File: src/rtl/spis_pkg.sv
package spis_pkg;
    typedef enum logic [1:0] {
        ST_IDLE  = 2'd0,
        ST_LOAD  = 2'd1,
        ST_SHIFT = 2'd2,
        ST_DONE  = 2'd3
    } spis_state_e;
endpackage

File: src/rtl/spis_sync.sv
module spis_sync #(
    parameter int WIDTH = 3,
    parameter logic [WIDTH-1:0] RST_VAL = '0
) (
    input  logic             clk,
    input  logic             rst_n,
    input  logic [WIDTH-1:0] d,
    output logic [WIDTH-1:0] q
);
    logic [WIDTH-1:0] meta_q;

    always_ff @(posedge clk or negedge rst_n) begin
        if (!rst_n) begin
            meta_q <= RST_VAL;
            q      <= RST_VAL;
        end else begin
            meta_q <= d;
            q      <= meta_q;
        end
    end
endmodule

File: src/rtl/spis_edge.sv
module spis_edge (
    input  logic clk,
    input  logic rst_n,
    input  logic sck_s,
    input  logic cpol,
    input  logic cpha,
    output logic sample_ev,
    output logic shift_ev
);
    logic sck_d;
    logic rise, fall, lead, trail;

    always_ff @(posedge clk or negedge rst_n) begin
        if (!rst_n) sck_d <= 1'b0;
        else        sck_d <= sck_s;
    end

    always_comb begin
        rise      = sck_s & ~sck_d;
        fall      = ~sck_s & sck_d;
        lead      = cpol ? fall : rise;
        trail     = cpol ? rise : fall;
        sample_ev = cpha ? trail : lead;
        shift_ev  = cpha ? lead : trail;
    end
endmodule

File: src/rtl/spis_datapath.sv
module spis_datapath #(
    parameter int MAX_BITS = 16,
    localparam int LEN_W = $clog2(MAX_BITS)
) (
    input  logic                clk,
    input  logic                rst_n,
    input  logic                frame_start,
    input  logic                swallow_set,
    input  logic                active,
    input  logic                sample_ev,
    input  logic                shift_ev,
    input  logic                mosi_s,
    input  logic [MAX_BITS-1:0] tx_word,
    input  logic [LEN_W-1:0]    cfg_len,
    output logic                miso,
    output logic                last_bit,
    output logic [MAX_BITS-1:0] rx_word
);
    logic [MAX_BITS-1:0] tx_sh;
    logic [MAX_BITS-2:0] rx_sh;
    logic [LEN_W-1:0]    cnt;
    logic                swallow;

    always_ff @(posedge clk or negedge rst_n) begin
        if (!rst_n) begin
            tx_sh   <= '0;
            rx_sh   <= '0;
            cnt     <= '0;
            swallow <= 1'b0;
            rx_word <= '0;
        end else if (frame_start) begin
            tx_sh   <= tx_word;
            rx_sh   <= '0;
            cnt     <= '0;
            swallow <= swallow_set;
        end else if (active) begin
            if (sample_ev) begin
                rx_sh <= {rx_sh[MAX_BITS-3:0], mosi_s};
                cnt   <= cnt + 1'b1;
                if (cnt == cfg_len)
                    rx_word <= {rx_sh, mosi_s};
            end
            if (shift_ev) begin
                if (swallow) swallow <= 1'b0;
                else         tx_sh   <= tx_sh << 1;
            end
        end
    end

    always_comb begin
        miso     = tx_sh[cfg_len];
        last_bit = active & sample_ev & (cnt == cfg_len);
    end
endmodule

File: src/rtl/spis_top.sv
module spis_top #(
    parameter int MAX_BITS = 16,
    localparam int LEN_W = $clog2(MAX_BITS)
) (
    input  logic                clk,
    input  logic                rst_n,
    input  logic                master_en,
    input  logic                cfg_cpol,
    input  logic                cfg_cpha,
    input  logic [LEN_W-1:0]    cfg_len,
    input  logic [MAX_BITS-1:0] tx_word,
    output logic                tx_taken,
    input  logic                sck_i,
    input  logic                ss_n_i,
    input  logic                mosi_i,
    output logic                miso_o,
    output logic                miso_oe,
    output logic [MAX_BITS-1:0] rx_word,
    output logic                rx_valid
);
    import spis_pkg::*;

    spis_state_e state_q, state_d;
    logic [2:0]  pins_s;
    logic        sck_s, ss_n_s, mosi_s;
    logic        sample_ev, shift_ev, last_bit, miso_bit;
    logic        sel, frame_start, swallow_set, active;

    spis_sync #(.WIDTH(3), .RST_VAL(3'b010)) u_sync (
        .clk   (clk),
        .rst_n (rst_n),
        .d     ({sck_i, ss_n_i, mosi_i}),
        .q     (pins_s)
    );
    assign {sck_s, ss_n_s, mosi_s} = pins_s;

    spis_edge u_edge (
        .clk       (clk),
        .rst_n     (rst_n),
        .sck_s     (sck_s),
        .cpol      (cfg_cpol),
        .cpha      (cfg_cpha),
        .sample_ev (sample_ev),
        .shift_ev  (shift_ev)
    );

    spis_datapath #(.MAX_BITS(MAX_BITS)) u_dp (
        .clk         (clk),
        .rst_n       (rst_n),
        .frame_start (frame_start),
        .swallow_set (swallow_set),
        .active      (active),
        .sample_ev   (sample_ev),
        .shift_ev    (shift_ev),
        .mosi_s      (mosi_s),
        .tx_word     (tx_word),
        .cfg_len     (cfg_len),
        .miso        (miso_bit),
        .last_bit    (last_bit),
        .rx_word     (rx_word)
    );

    assign sel = ~ss_n_s & ~master_en;

    // state register
    always_ff @(posedge clk or negedge rst_n) begin
        if (!rst_n) state_q <= ST_IDLE;
        else        state_q <= state_d;
    end

    // next state
    always_comb begin
        state_d = state_q;
        unique case (state_q)
            ST_IDLE:  if (sel) state_d = ST_LOAD;
            ST_LOAD:  state_d = sel ? ST_SHIFT : ST_IDLE;
            ST_SHIFT: if (!sel) state_d = ST_IDLE;
                      else if (last_bit) state_d = ST_DONE;
            ST_DONE:  state_d = sel ? ST_SHIFT : ST_IDLE;
            default:  state_d = ST_IDLE;
        endcase
    end

    // outputs
    always_comb begin
        frame_start = 1'b0;
        swallow_set = 1'b0;
        active      = 1'b0;
        rx_valid    = 1'b0;
        miso_oe     = 1'b1;
        unique case (state_q)
            ST_IDLE:  miso_oe = 1'b0;
            ST_LOAD:  begin
                frame_start = 1'b1;
                swallow_set = cfg_cpha;
            end
            ST_SHIFT: active = 1'b1;
            ST_DONE:  begin
                frame_start = 1'b1;
                swallow_set = 1'b1;
                rx_valid    = 1'b1;
            end
            default:  miso_oe = 1'b0;
        endcase
        tx_taken = frame_start;
        miso_o   = miso_oe & miso_bit;
    end
endmodule

File: config.mk
export PLATFORM = sky130hd
export DESIGN_NAME = spis_top
export DESIGN_NICKNAME = d
export VERILOG_FILES = /design/src/rtl/spis_pkg.sv /design/src/rtl/spis_sync.sv /design/src/rtl/spis_edge.sv /design/src/rtl/spis_datapath.sv /design/src/rtl/spis_top.sv
export SDC_FILE = /design/constraint.sdc
export NUM_CORES = 1
export LEC_CHECK = 0
export ABC_CLOCK_PERIOD_IN_PS = 6500
export CORE_MARGIN = 2
export CORE_UTILIZATION = 60
export CTS_BUF_LIST = sky130_fd_sc_hd__clkbuf_16
export DETAILED_ROUTE_END_ITERATION = 16
export DONT_BUFFER_PORTS = 1
export HOLD_SLACK_MARGIN = 0.15
export PLACE_DENSITY = 0.83
export SYNTH_ARGS = -nofsm -noshare
export SYNTH_HDL_FRONTEND = slang
export SYNTH_SLANG_ARGS = --single-unit
export TNS_END_PERCENT = 30
File: constraint.sdc
create_clock -name clk -period 6.5 [get_ports clk]
set_input_delay 1.3 -clock clk [delete_from_list [all_inputs] [get_ports clk]]
set_output_delay 1.3 -clock clk [all_outputs]
set_load 0.05 [all_outputs]
Word-level counts from Yosys, hierarchy flattened
Index checks and enable logic that the tools add are counted.
{"block": "classes", "reduce_logical": 10, "mux": 29, "add_sub_neg": 1, "bitwise": 11, "eq_ne": 7, "n_lt_le_gt_ge": 1}
{"cell": "two-way mux 16 bit", "count": 4}
{"cell": "two-way mux 15 bit", "count": 3}
{"cell": "two-way mux 1 bit", "count": 12}
{"cell": "two-way mux 4 bit", "count": 3}
{"cell": "two-way mux 2 bit", "count": 4}
{"cell": "bitwise AND 1 bit", "count": 6}
{"cell": "case mux 2 bit (3 select lines)", "count": 1}
{"cell": "AND reduction 2 bit", "count": 3}
{"cell": "nonzero test 2 bit", "count": 3}
{"cell": "less-than comparator 4 x 5 -> 1 bit, second input constant", "count": 1}
{"cell": "inverter 1 bit", "count": 5}
{"cell": "adder 4 x 1 -> 4 bit, second input constant", "count": 1}
{"cell": "binary-select mux 1 bit (select 4 bit)", "count": 1}
{"cell": "== test 2 bit, second input constant", "count": 2}
{"cell": "== test 4 bit", "count": 1}
{"cell": "inequality test 2 bit, second input constant", "count": 2}
{"cell": "AND reduction 4 bit", "count": 1}
{"cell": "inequality test 3 bit, second input constant", "count": 1}
{"cell": "AND reduction 3 bit", "count": 1}
{"cell": "== test 2 x 1 -> 1 bit, second input constant", "count": 1}
{"cell": "zero test 2 bit", "count": 1}
{"cell": "case mux 1 bit (2 select lines)", "count": 1}
{"cell": "OR reduction 2 bit", "count": 1}
{"block": "totals", "inputBits": 28, "wordCells": 68, "out_inout_bits": 20, "regBits": 61}

Logic depth before layout (Yosys ltp)
Gate-level depths: netlist of the first run.
{"block": "logic_depth", "ltp_word": 9, "mapped_depth": 7, "mapped_depth_nobuf": 4}

Modules after synthesis
From an unflattened synthesis of the first run, not the netlist that was laid out.
{"block": "unflattened", "cells_unflattened": 214, "area_unflattened_um2": 2633.8}
{"mod": "spis_datapath", "cells_each": 191, "seq_area_each_um2": 1301.2, "area_per_inst_um2": 2297.2, "instances": 1}
{"mod": "spis_sync", "cells_each": 6, "seq_area_each_um2": 152.6, "area_per_inst_um2": 152.6, "instances": 1}
{"mod": "spis_top", "cells_each": 11, "seq_area_each_um2": 50.0, "area_per_inst_um2": 117.6, "instances": 1}
{"mod": "spis_edge", "cells_each": 6, "seq_area_each_um2": 25.0, "area_per_inst_um2": 66.3, "instances": 1}

Worst setup path after synthesis of the first run
OpenSTA, ideal clock, no wires.
{"block": "synth_timing", "path_type": "input port to output port", "from": "input cfg_len[0]", "to": "output miso_o", "required_ps": 5200, "arrival_time_ps": 3206, "cell_stages": 5, "path_slack_ps": 1994, "n_path_buf": 1, "path_cell_list": "clkbuf_1 > mux4_2 > nor2b_1 > a211oi_1 > a211oi_1"}
{"block": "synth_via", "elab_chain_len": 3}
{"item": "start: declaration", "line": "spis_top.sv:10", "source": "input logic [LEN_W-1:0] cfg_len,"}
{"item": "binary-select mux 1 bit (select 4 bit)", "line": "spis_datapath.sv:51", "source": "miso = tx_sh[cfg_len];"}
{"item": "two-way mux 1 bit (not written as such)", "line": "spis_datapath.sv:51"}
{"item": "bitwise AND 1 bit", "line": "spis_top.sv:106", "source": "miso_o = miso_oe & miso_bit;"}
{"item": "end: declaration", "line": "spis_top.sv:16", "source": "output logic miso_o,"}
No other way between the ends. The select of a mux whose other input is x is not followed.

Final worst setup path of the first run
Ends and elaborated chain as after synthesis.

==> impl_metrics.py, run 1 <==
metrics = {
    "timing": {
        "hold_violations": 0,
        "clock.fmax_mhz": 260,
        "slew_violations": 0,
        "skew_ns": 0.00412,
        "fin_crit_sh": 0.592,
        "setup_violations": 0,
        "tightest_slew_ns": 0.897,
        "slew_headroom": 0.401,
        "fin_tns_setup_ns": 0,
        "rsz0062_at_grt": "no",
        "fin_crit_ns": 3.85,
    },
    "worst_setup_path": {
        "startpoint_type": "input pin",
        "crit_slowest_cell": "a211oi_2",
        "rr_worst_depth": 4,
        "arrival_ns": 2.55,
        "critPathKind": "input pin to output port",
        "cp.required_ns": 5.20,
        "worst_setup_path_end_kind": "output port",
        "cpPeakStageDelay_ns": 0.76,
        "worstPathCellList": "mux4_2 > nor2b_1 > a211oi_1 > a211oi_2",
        "cp_max_fo": 5,
    },
    "min_path": {
        "min_path_type": "flop to flop",
        "hold_depth": 0,
    },
    "floorplanning": {
        "die_height_um": 71.5,
        "start_util": 0.624,
        "die_area_um2": 5110,
        "num_rows": 24,
        "ioPinCount": 48,
        "fp.dieW_um": 71.5,
        "core_um2": 4380,
    },
    "cts": {
        "clkSinkCount": 61,
        "tritoncts": "done",
        "clk_latency_ns": 0.32,
        "cts-root-buf": "clkbuf_16",
        "cts-hold-fix-buffers": 0,
        "cts_setup_buffers": 0,
        "cts_buffers": 9,
        "htreeDepth": 3,
        "max-clock-path-buffers": 2,
        "ctsResizeCount": 0,
        "clkTransAtPathRegs_ns": 0.05,
    },
    "synth": {
        "ys_top_cells_by_area": "dfrtp_1 54%, mux2_2 15%, mux2_4 6.0%, nand2_1 4.5%, a21oi_1 3.3%",
        "synth_cell_types": 31,
        "syn-num-nets": 242,
        "yosys_warnings": 0,
        "yosysTopAreaCellShare": 0.540,
        "synth_seq_cells": 61,
        "syn_inst": 213,
        "syn_area_um2": 2740,
        "avgSynthCellArea_um2": 12.8,
        "ys_seq_area_frac": 0.559,
        "synth.largest_area_cell": "dfrtp_1",
    },
    "placement": {
        "io_buffer_count": 0,
        "hpwl_um": 3000,
        "place.gp.congestion": 0.749,
    },
    "final_layout": {
        "final_nets": 242,
        "drive_gt1_frac": 0.321,
        "antenna_cells": 0,
        "area_growth_syn_to_layout_pct": 10.1,
    },
    "global_routing": {
        "grt_pass1_vias": 1728,
        "grt_max_degree": 62,
        "grt_pass1_wl_um": 7760,
        "overflow": 0,
        "grt.total_usage": 0.201,
        "grt_antenna_before_repair": 0,
    },
    "pwr": {
        "p_leak_nw": 1.39,
        "power_mw": 1.01,
        "power_density_nw_per_um2": 334,
        "ir_drop_uv": 210,
    },
    "drt": {
        "postRouteAntennaNets": 0,
        "num_vias": 1614,
        "routedWlPerCell_um": 16.9,
        "viasPerCell": 5.98,
        "drc_errors": 0,
        "drt-total-wl_um": 4560,
        "drt_iter0_markers": 86,
        "dr.pass1.iters": 4,
    },
    "run": {
        "maxCapViolCount": 0,
    },
    "status": {
        "status": "completed",
    },
}
## where the power goes
group,switching [mW],internal (mW),leakage [nW],total [mW]
clock network,0.148,0.247,0.139,0.395
registers,0.0429,0.433,0.801,0.476
logic,0.0442,0.0924,0.448,0.137
## layout by cell type (no fill, tap or decap)
| cell type | count |
|---|---|
| nor2_1 | 2 |
| ha_1 | 1 |
| a31oi_1 | 1 |
| a211o_1 | 1 |
| inv_1 | 7 |
| and2_1 | 1 |
| nor2b_1 | 1 |
| a211oi_2 | 1 |
| nand3b_1 | 2 |
| a21oi_1 | 18 |
| mux2_4 | 11 |
| dfrtp_2 | 1 |
| buf_4 | 3 |
| xnor2_1 | 5 |
| a211oi_1 | 1 |
| clkinv_2 | 1 |
| a22o_1 | 1 |
| dfrtp_1 | 58 |
| clkinv_1 | 2 |
| mux2i_1 | 3 |
| or4_4 | 1 |
| mux4_2 | 4 |
| nand3_1 | 2 |
| dfstp_2 | 2 |
| xor2_1 | 1 |
| nor3_1 | 1 |
| mux2_2 | 36 |
| a2111oi_2 | 1 |
| nand2_1 | 33 |
| clkbuf_16 | 9 |
| o21ai_0 | 3 |
| nand2b_1 | 2 |
| or3_1 | 2 |
## final timing paths
kind	from	slack, ns	to
worst max register to register	u_sync.q[2]	4.29	state_q[0]
worst min register to register	u_sync.meta_q[2]	0.34	u_sync.q[2]
worst max-delay path	cfg_len[0]	2.65	miso_o
min in group asynchronous	rst_n	0.67	u_dp.rx_sh[0]
max in group asynchronous	rst_n	5.63	u_sync.meta_q[1]
worst min-delay path	u_sync.meta_q[2]	0.34	u_sync.q[2]
## flip-flops by register name, indices dropped and copies added (netlist names)
name and flops:
u_dp.swallow 1, u_sync.q 3, u_dp.cnt 4, state_q 2, u_dp.rx_sh 15, u_dp.tx_sh 16
u_sync.meta_q 3, u_dp.rx_word 16, u_edge.sck_d 1
## layout make-up
class / count / area, um2
clock inverter: 7 / 27.5
inverter: 3 / 11.3
tap: 52 / 65.1
multi-input combinational: 135 / 1130
fill: 327 / 1370
timing repair buffer: 3 / 22.5
clock buffer: 9 / 225
sequential: 61 / 1530
## per-stage QoR
stage                     hold WS (ns)   util  instances  setup slack (ns)  cell area, um2
final                            0.344  0.687        270              2.65            3010
after global routing             0.357  0.687        270              2.58            3010
after CTS                        0.345  0.687        270              2.64            3010
after detailed placement         0.335  0.629        254              2.64            2760
after global placement           0.336  0.629        254              2.65            2760
after floorplan                  0.331      -        213              1.99            2740
## cell families (layout without fill, tap and decap cells)
group / Yosys count / after routing / synth area share
flip-flops: 61 / 61 / 0.559
buffers and inverters: 17 / 22 / 0.0297
adder cells (fa/ha/maj): 1 / 1 / 0.00457
multiplexers: 54 / 54 / 0.253
AO/OA/AOI/OAI: 27 / 27 / 0.0581
AND/OR/NAND/NOR: 47 / 47 / 0.0769
XOR/XNOR: 6 / 6 / 0.0192
## synth_stat cells
master and count:
nor3_1 1, mux2i_1 3, and2_1 1, a22o_1 1, buf_2 2, or3_1 2, nor2b_1 1, a2111oi_2 1
xnor2_1 5, a211o_1 1, o21ai_0 3, nand3b_1 2, xor2_1 1, inv_1 3, or4_4 1, buf_1 1
a211oi_1 2, ha_1 1, dfstp_2 2, mux4_2 4, mux2_4 11, buf_6 2, mux2_2 36, nand3_1 2
a31oi_1 1, nand2_1 33, a21oi_1 18, clkbuf_1 9, nand2b_1 2, nor2_1 2, dfrtp_1 59
## per-layer routing
metal / GRT usage / wire length (um)
met5: 0 / 0
met1: 0.236 / 1910
met2: 0.311 / 2220
met4: 0.113 / 105
met3: 0.0872 / 331
## critical path: cells and delay by family
family,cells,cell delay [ns]
AOI/OAI and AO/OA,2,0.83
muxes,1,0.30
and+or+nand+nor,1,0.13
Note: power is estimated with default switching activity, not from simulation.
==> run 2, diff against run 1 <==
--- a/config.mk
+++ b/config.mk
@@ -5,7 +5,7 @@
 export SDC_FILE = /design/constraint.sdc
 export NUM_CORES = 1
 export LEC_CHECK = 0
-export ABC_CLOCK_PERIOD_IN_PS = 6500
+export ABC_CLOCK_PERIOD_IN_PS = 3800
 export CORE_MARGIN = 2
 export CORE_UTILIZATION = 60
 export CTS_BUF_LIST = sky130_fd_sc_hd__clkbuf_16
==> constraint.sdc (replaced) <==
create_clock -name clk -period 3.8 [get_ports clk]
set_input_delay 0.76 -clock clk [delete_from_list [all_inputs] [get_ports clk]]
set_output_delay 0.76 -clock clk [all_outputs]
set_load 0.05 [all_outputs]
==> run 2 against run 1 <==
Effect of this change: total power grew 90%; register-to-register slack got worse by 2.7 ns; clock-buffer cell count unchanged; non-clock buffer count grew 2; critical path depth up 1; design area increased by 3.2%; sequential share of layout area decreased by 1.6 points; clock skew rose by 0.00071 ns; critical path type unchanged.
==> impl_metrics.py, run 2 (synthesis gave the netlist of run 1 again) <==
metrics = {
    "cts": {
        "ctsResizeCount": 0,
        "clkTransAtPathRegs_ns": 0.05,
        "cts_buffers": 9,
        "tritoncts": "done",
        "clk_latency_ns": 0.33,
        "cts-root-buf": "clkbuf_16",
        "clkSinkCount": 61,
        "max-clock-path-buffers": 2,
        "htreeDepth": 3,
    },
    "timing": {
        "hold_violations": 0,
        "skew_ns": 0.00484,
        "fin_crit_sh": 0.702,
        "fin_tns_setup_ns": 0,
        "clock.fmax_mhz": 375,
        "rsz0062_at_grt": "no",
        "fin_crit_ns": 2.67,
        "tightest_slew_ns": 0.594,
        "slew_violations": 0,
        "slew_headroom": 0.604,
        "setup_violations": 0,
    },
    "global_routing": {
        "grt_max_degree": 60,
        "grt_pass1_wl_um": 8080,
        "grt_pass1_vias": 1682,
        "grt.total_usage": 0.218,
        "overflow": 0,
        "grt_antenna_before_repair": 0,
    },
    "worst_setup_path": {
        "startpoint_type": "input pin",
        "worst_setup_path_end_kind": "output port",
        "critical-path-top-delay-family": "multiplexers",
        "r2r_setup_slack_ns": 1.57,
        "reg2reg_to": "state_q[0]",
        "arrival_ns": 1.91,
        "crit_slowest_cell": "mux4_2",
        "cp_max_fo": 5,
        "r2r-start": "state_q[1]",
        "cp.required_ns": 3.04,
        "cpPeakStageDelay_ns": 0.46,
        "critPathKind": "input pin to output port",
        "cp_num_buf_inv": 1,
        "rr_worst_depth": 4,
        "worstPathCellList": "mux4_2 > nor2b_1 > a211oi_1 > a211oi_2 > buf_4",
    },
    "final_layout": {
        "mostFrequentLayoutCell": "dfrtp_1",
        "antenna_cells": 0,
        "reg_top3": "u_dp.rx_word: 16 flops, u_dp.tx_sh: 16 flops, u_dp.rx_sh: 15 flops",
        "drive_gt1_frac": 0.350,
        "area_growth_syn_to_layout_pct": 13.7,
        "fill_cells": 294,
        "final_cell_mix": "58 x dfrtp_1, 36 x mux2_2, 33 x nand2_1",
        "ff_latch_area_um2": 1530,
        "final_nets": 244,
        "multiInputGateArea_um2": 1130,
    },
    "pwr": {
        "power_mw": 1.91,
        "power_density_nw_per_um2": 615,
        "p_leak_nw": 1.42,
        "ir_drop_uv": 609,
    },
    "drt": {
        "drt_iter0_markers": 78,
        "viasPerCell": 5.88,
        "drt-total-wl_um": 4810,
        "routedWlPerCell_um": 17.7,
        "postRouteAntennaNets": 0,
        "drc_errors": 0,
        "dr.pass1.iters": 4,
        "num_vias": 1599,
    },
    "placement": {
        "hpwl_um": 3030,
        "place.gp.congestion": 0.777,
        "io_buffer_count": 0,
    },
    "run": {
        "maxCapViolCount": 0,
    },
    "floorplanning": {
        "start_util": 0.624,
        "core_um2": 4380,
        "fp.dieW_um": 71.5,
        "die_height_um": 71.5,
        "num_rows": 24,
        "die_area_um2": 5110,
        "ioPinCount": 48,
    },
    "min_path": {
        "min_path_type": "input pin to asynchronous set/reset pin",
    },
    "status": {
        "status": "completed",
    },
}
## run 2: changes by cell type in the layout (fill, tap and decap cells not counted), sizes merged
cell	previous run	this run
inv	7	3
buf	3	5
bufinv	0	2
clkinv	3	4
clkinvlp	0	1
## run 2: where the power goes
group / internal, mW / total, mW / switching [mW]
combinational: 0.163 / 0.253 / 0.0893
clock: 0.569 / 0.847 / 0.278
sequential: 0.739 / 0.813 / 0.0734
total: 1.47 / 1.91 / 0.441
## run 2: routing by layer
metal | GRT usage | wire [um]
met4 | 0.0860 | 111
met1 | 0.253 | 2000
met3 | 0.134 | 363
met5 | 0 | 0
met2 | 0.328 | 2330
## run 2: layout make-up
type	instances	area share
Sequential cell	61	0.492
Multi-Input combinational cell	135	0.363
Clock buffer	9	0.0724
Clock inverter	7	0.0290
Tap cell	52	0.0209
Timing Repair Buffer	5	0.0185
Inverter	3	0.00362
## run 2: how the worst max path moves through the flow
stage	endpoint	slack, ns	startpoint	cells after the start
6_report	miso_o	1.13	cfg_len[0]	5
5_1_grt	miso_o	1.05	u_dp.tx_sh[3]	5
4_1_cts	miso_o	1.12	cfg_len[0]	5
3_5_place_dp	state_q[0]	0.96	cfg_cpol	4
3_3_place_gp	state_q[0]	1.03	cfg_cpol	4
2_1_floorplan	miso_o	0.37	cfg_len[0]	5
## run 2: repair_timing
action	CTS	global route
buffers inserted	0	0
hold endpoints to repair	59	0
hold buffers	1	0
## run 2: stage by stage
step / util / hold slack [ns] / area [um2] / setup WS [ns] / std cells
2_1_floorplan: - / 0.331 / 2740 / 0.374 / 213
3_3_place_gp: 0.631 / 0.334 / 2770 / 1.03 / 255
3_5_place_dp: 0.631 / 0.336 / 2770 / 0.959 / 255
4_1_cts: 0.709 / 0.257 / 3110 / 1.12 / 272
5_1_grt: 0.709 / 0.258 / 3110 / 1.05 / 272
6_report: 0.709 / 0.277 / 3110 / 1.13 / 272
## run 2: worst register-to-register path, delay by kind of cell, from the launching register on
family	cells	cell delay [ns]
compound gates	1	0.41
flops	1	0.47
mux	1	0.39
simple gates	2	0.85
==> run 3, diff against run 2 <==
--- a/config.mk
+++ b/config.mk
@@ -5,7 +5,7 @@
 export SDC_FILE = /design/constraint.sdc
 export NUM_CORES = 1
 export LEC_CHECK = 0
-export ABC_CLOCK_PERIOD_IN_PS = 3800
+export ABC_CLOCK_PERIOD_IN_PS = 2500
 export CORE_MARGIN = 2
 export CORE_UTILIZATION = 60
 export CTS_BUF_LIST = sky130_fd_sc_hd__clkbuf_16
==> constraint.sdc (replaced) <==
create_clock -name clk -period 2.5 [get_ports clk]
set_input_delay 0.5 -clock clk [delete_from_list [all_inputs] [get_ports clk]]
set_output_delay 0.5 -clock clk [all_outputs]
set_load 0.05 [all_outputs]
==> run 3 against run 2 <==
Effect of this change: first-iteration DRC count rose by 100%; combinational power rose by 54%; die area did not move; critical path depth did not move; clock skew rose by 0.0048 ns; critical path type is now flop to output port; clock-buffer cell count did not move; register-to-register slack got worse by 1.2 ns; hold slack got worse by 0.10 ns.
==> impl_metrics.py, run 3 (synthesis gave the netlist of run 1 again) <==
metrics = {
    "final_layout": {
        "final_area_um2": 3130,
        "fin_cells": 276,
        "multiInputGateArea_um2": 1130,
        "final_cell_mix": "58 x dfrtp_1, 36 x mux2_2, 33 x nand2_1",
        "area_growth_syn_to_layout_pct": 14.6,
        "antenna_cells": 0,
        "fill_cells": 308,
        "final_nets": 248,
        "drive_gt1_frac": 0.344,
        "ff_latch_area_um2": 1530,
        "fin_util": 0.715,
        "mostFrequentLayoutCell": "dfrtp_1",
        "reg_top3": "u_dp.rx_word: 16 flops, u_dp.tx_sh: 16 flops, u_dp.rx_sh: 15 flops",
    },
    "worst_setup_path": {
        "crit_slowest_cell": "mux4_2",
        "worst_setup_path_end_kind": "output port",
        "critPathKind": "flop to output port",
        "arrival_ns": 1.86,
        "startpoint_type": "flop",
        "worstPathCellList": "mux4_2 > nor2b_1 > a211oi_1 > a211oi_2 > buf_4",
        "cpPeakStageDelay_ns": 0.47,
        "r2r_setup_slack_ns": 0.42,
        "cp_max_fo": 3,
        "r2r-start": "state_q[1]",
        "reg2reg_to": "state_q[0]",
        "cp_num_buf_inv": 1,
        "rr_worst_depth": 4,
        "critical-path-top-delay-family": "multiplexers",
        "cp.required_ns": 2.00,
    },
    "floorplanning": {
        "fp.dieW_um": 71.5,
        "num_rows": 24,
        "die_height_um": 71.5,
        "start_util": 0.624,
        "core_um2": 4380,
        "ioPinCount": 48,
        "die_area_um2": 5110,
    },
    "timing": {
        "hold_violations": 0,
        "fin_crit_sh": 0.944,
        "fin_crit_ns": 2.36,
        "skew_ns": 0.00962,
        "slew_headroom": 0.659,
        "fin_tns_setup_ns": 0,
        "setup_violations": 0,
        "tightest_slew_ns": 0.515,
        "clock.fmax_mhz": 424,
        "rsz0062_at_grt": "no",
        "slew_violations": 0,
    },
    "min_path": {
        "hp-start": "ss_n_i",
        "whs_endpoint": "u_sync.meta_q[1]",
        "min_path_type": "input pin to flop",
        "hold_depth": 0,
    },
    "cts": {
        "ctsResizeCount": 0,
        "cts_buffers": 9,
        "clkSinkCount": 61,
        "clk_latency_ns": 0.32,
        "cts-root-buf": "clkbuf_16",
        "clkTransAtPathRegs_ns": 0.05,
        "max-clock-path-buffers": 2,
        "htreeDepth": 3,
        "tritoncts": "done",
    },
    "drt": {
        "drc_errors": 0,
        "dr.pass1.iters": 4,
        "postRouteAntennaNets": 0,
        "viasPerCell": 5.80,
        "drt_iter0_markers": 156,
        "drt-total-wl_um": 4520,
        "routedWlPerCell_um": 16.4,
        "num_vias": 1600,
    },
    "global_routing": {
        "overflow": 0,
        "grt_antenna_before_repair": 0,
        "grt.total_usage": 0.201,
        "grt_pass1_wl_um": 7860,
        "grt_max_degree": 62,
        "grt_pass1_vias": 1711,
    },
    "placement": {
        "placed_area_um2": 2790,
        "place.gp.congestion": 0.767,
        "io_buffer_count": 0,
        "place_inst": 258,
        "hpwl_um": 2990,
    },
    "pwr": {
        "ir_drop_uv": 637,
        "power_density_nw_per_um2": 916,
        "p_leak_nw": 1.43,
    },
    "status": {
        "status": "completed",
    },
    "run": {
        "maxCapViolCount": 0,
    },
}
==> run 3: worst max path at each step <==
| stage | depth (start not counted) | to | slack [ns] | start |
|---|---|---|---|---|
| 2_1_floorplan | 5 | miso_o | 0.07 | cfg_len[0] |
| 3_3_place_gp | 4 | state_q[0] | 0.26 | cfg_cpol |
| 3_5_place_dp | 4 | state_q[0] | 0.22 | cfg_cpol |
| 4_1_cts | 5 | miso_o | 0.11 | u_dp.tx_sh[3] |
| 5_1_grt | 5 | miso_o | 0.08 | u_dp.tx_sh[3] |
| 6_report | 5 | miso_o | 0.14 | u_dp.tx_sh[3] |
==> run 3: area by class of cell <==
cell class / count / share of cell area
well taps: 52 / 0.0208
repair buffers: 9 / 0.0287
inverters: 3 / 0.00359
clock inverters: 7 / 0.0263
clock buffers: 9 / 0.0719
multi-input cells: 135 / 0.360
flip-flops and latches: 61 / 0.488
==> run 3: report_power, final <==
part / internal (mW) / switching (mW)
Sequential: 1.12 / 0.0944
Clock: 0.856 / 0.406
Combinational: 0.252 / 0.137
Total: 2.23 / 0.637
==> run 3: metrics by stage <==
step	power, mW	worst slack [ns]	hold WS (ns)
after detailed placement	1.60	0.223	0.206
final	2.87	0.140	0.176
after CTS	2.90	0.112	0.167
after floorplan	1.53	0.0663	0.204
after global placement	1.59	0.257	0.206
after global routing	2.99	0.0760	0.161
==> run 3: timing repair <==
action                     4_1_cts  5_1_grt
setup endpoints to repair        0        0
hold buffers                     2        0
hold endpoints to repair        61        0
setup buffers                    0        0
==> run 3: routing by layer <==
| layer | vias to the layer above | track usage | share of wire |
|---|---|---|---|
| li1 | 755 | - | - |
| met1 | 786 | 0.252 | 0.43 |
| met2 | 48 | 0.312 | 0.48 |
| met3 | 11 | 0.0731 | 0.069 |
| met4 | 0 | 0.0943 | 0.021 |
| met5 | - | 0 | 0 |
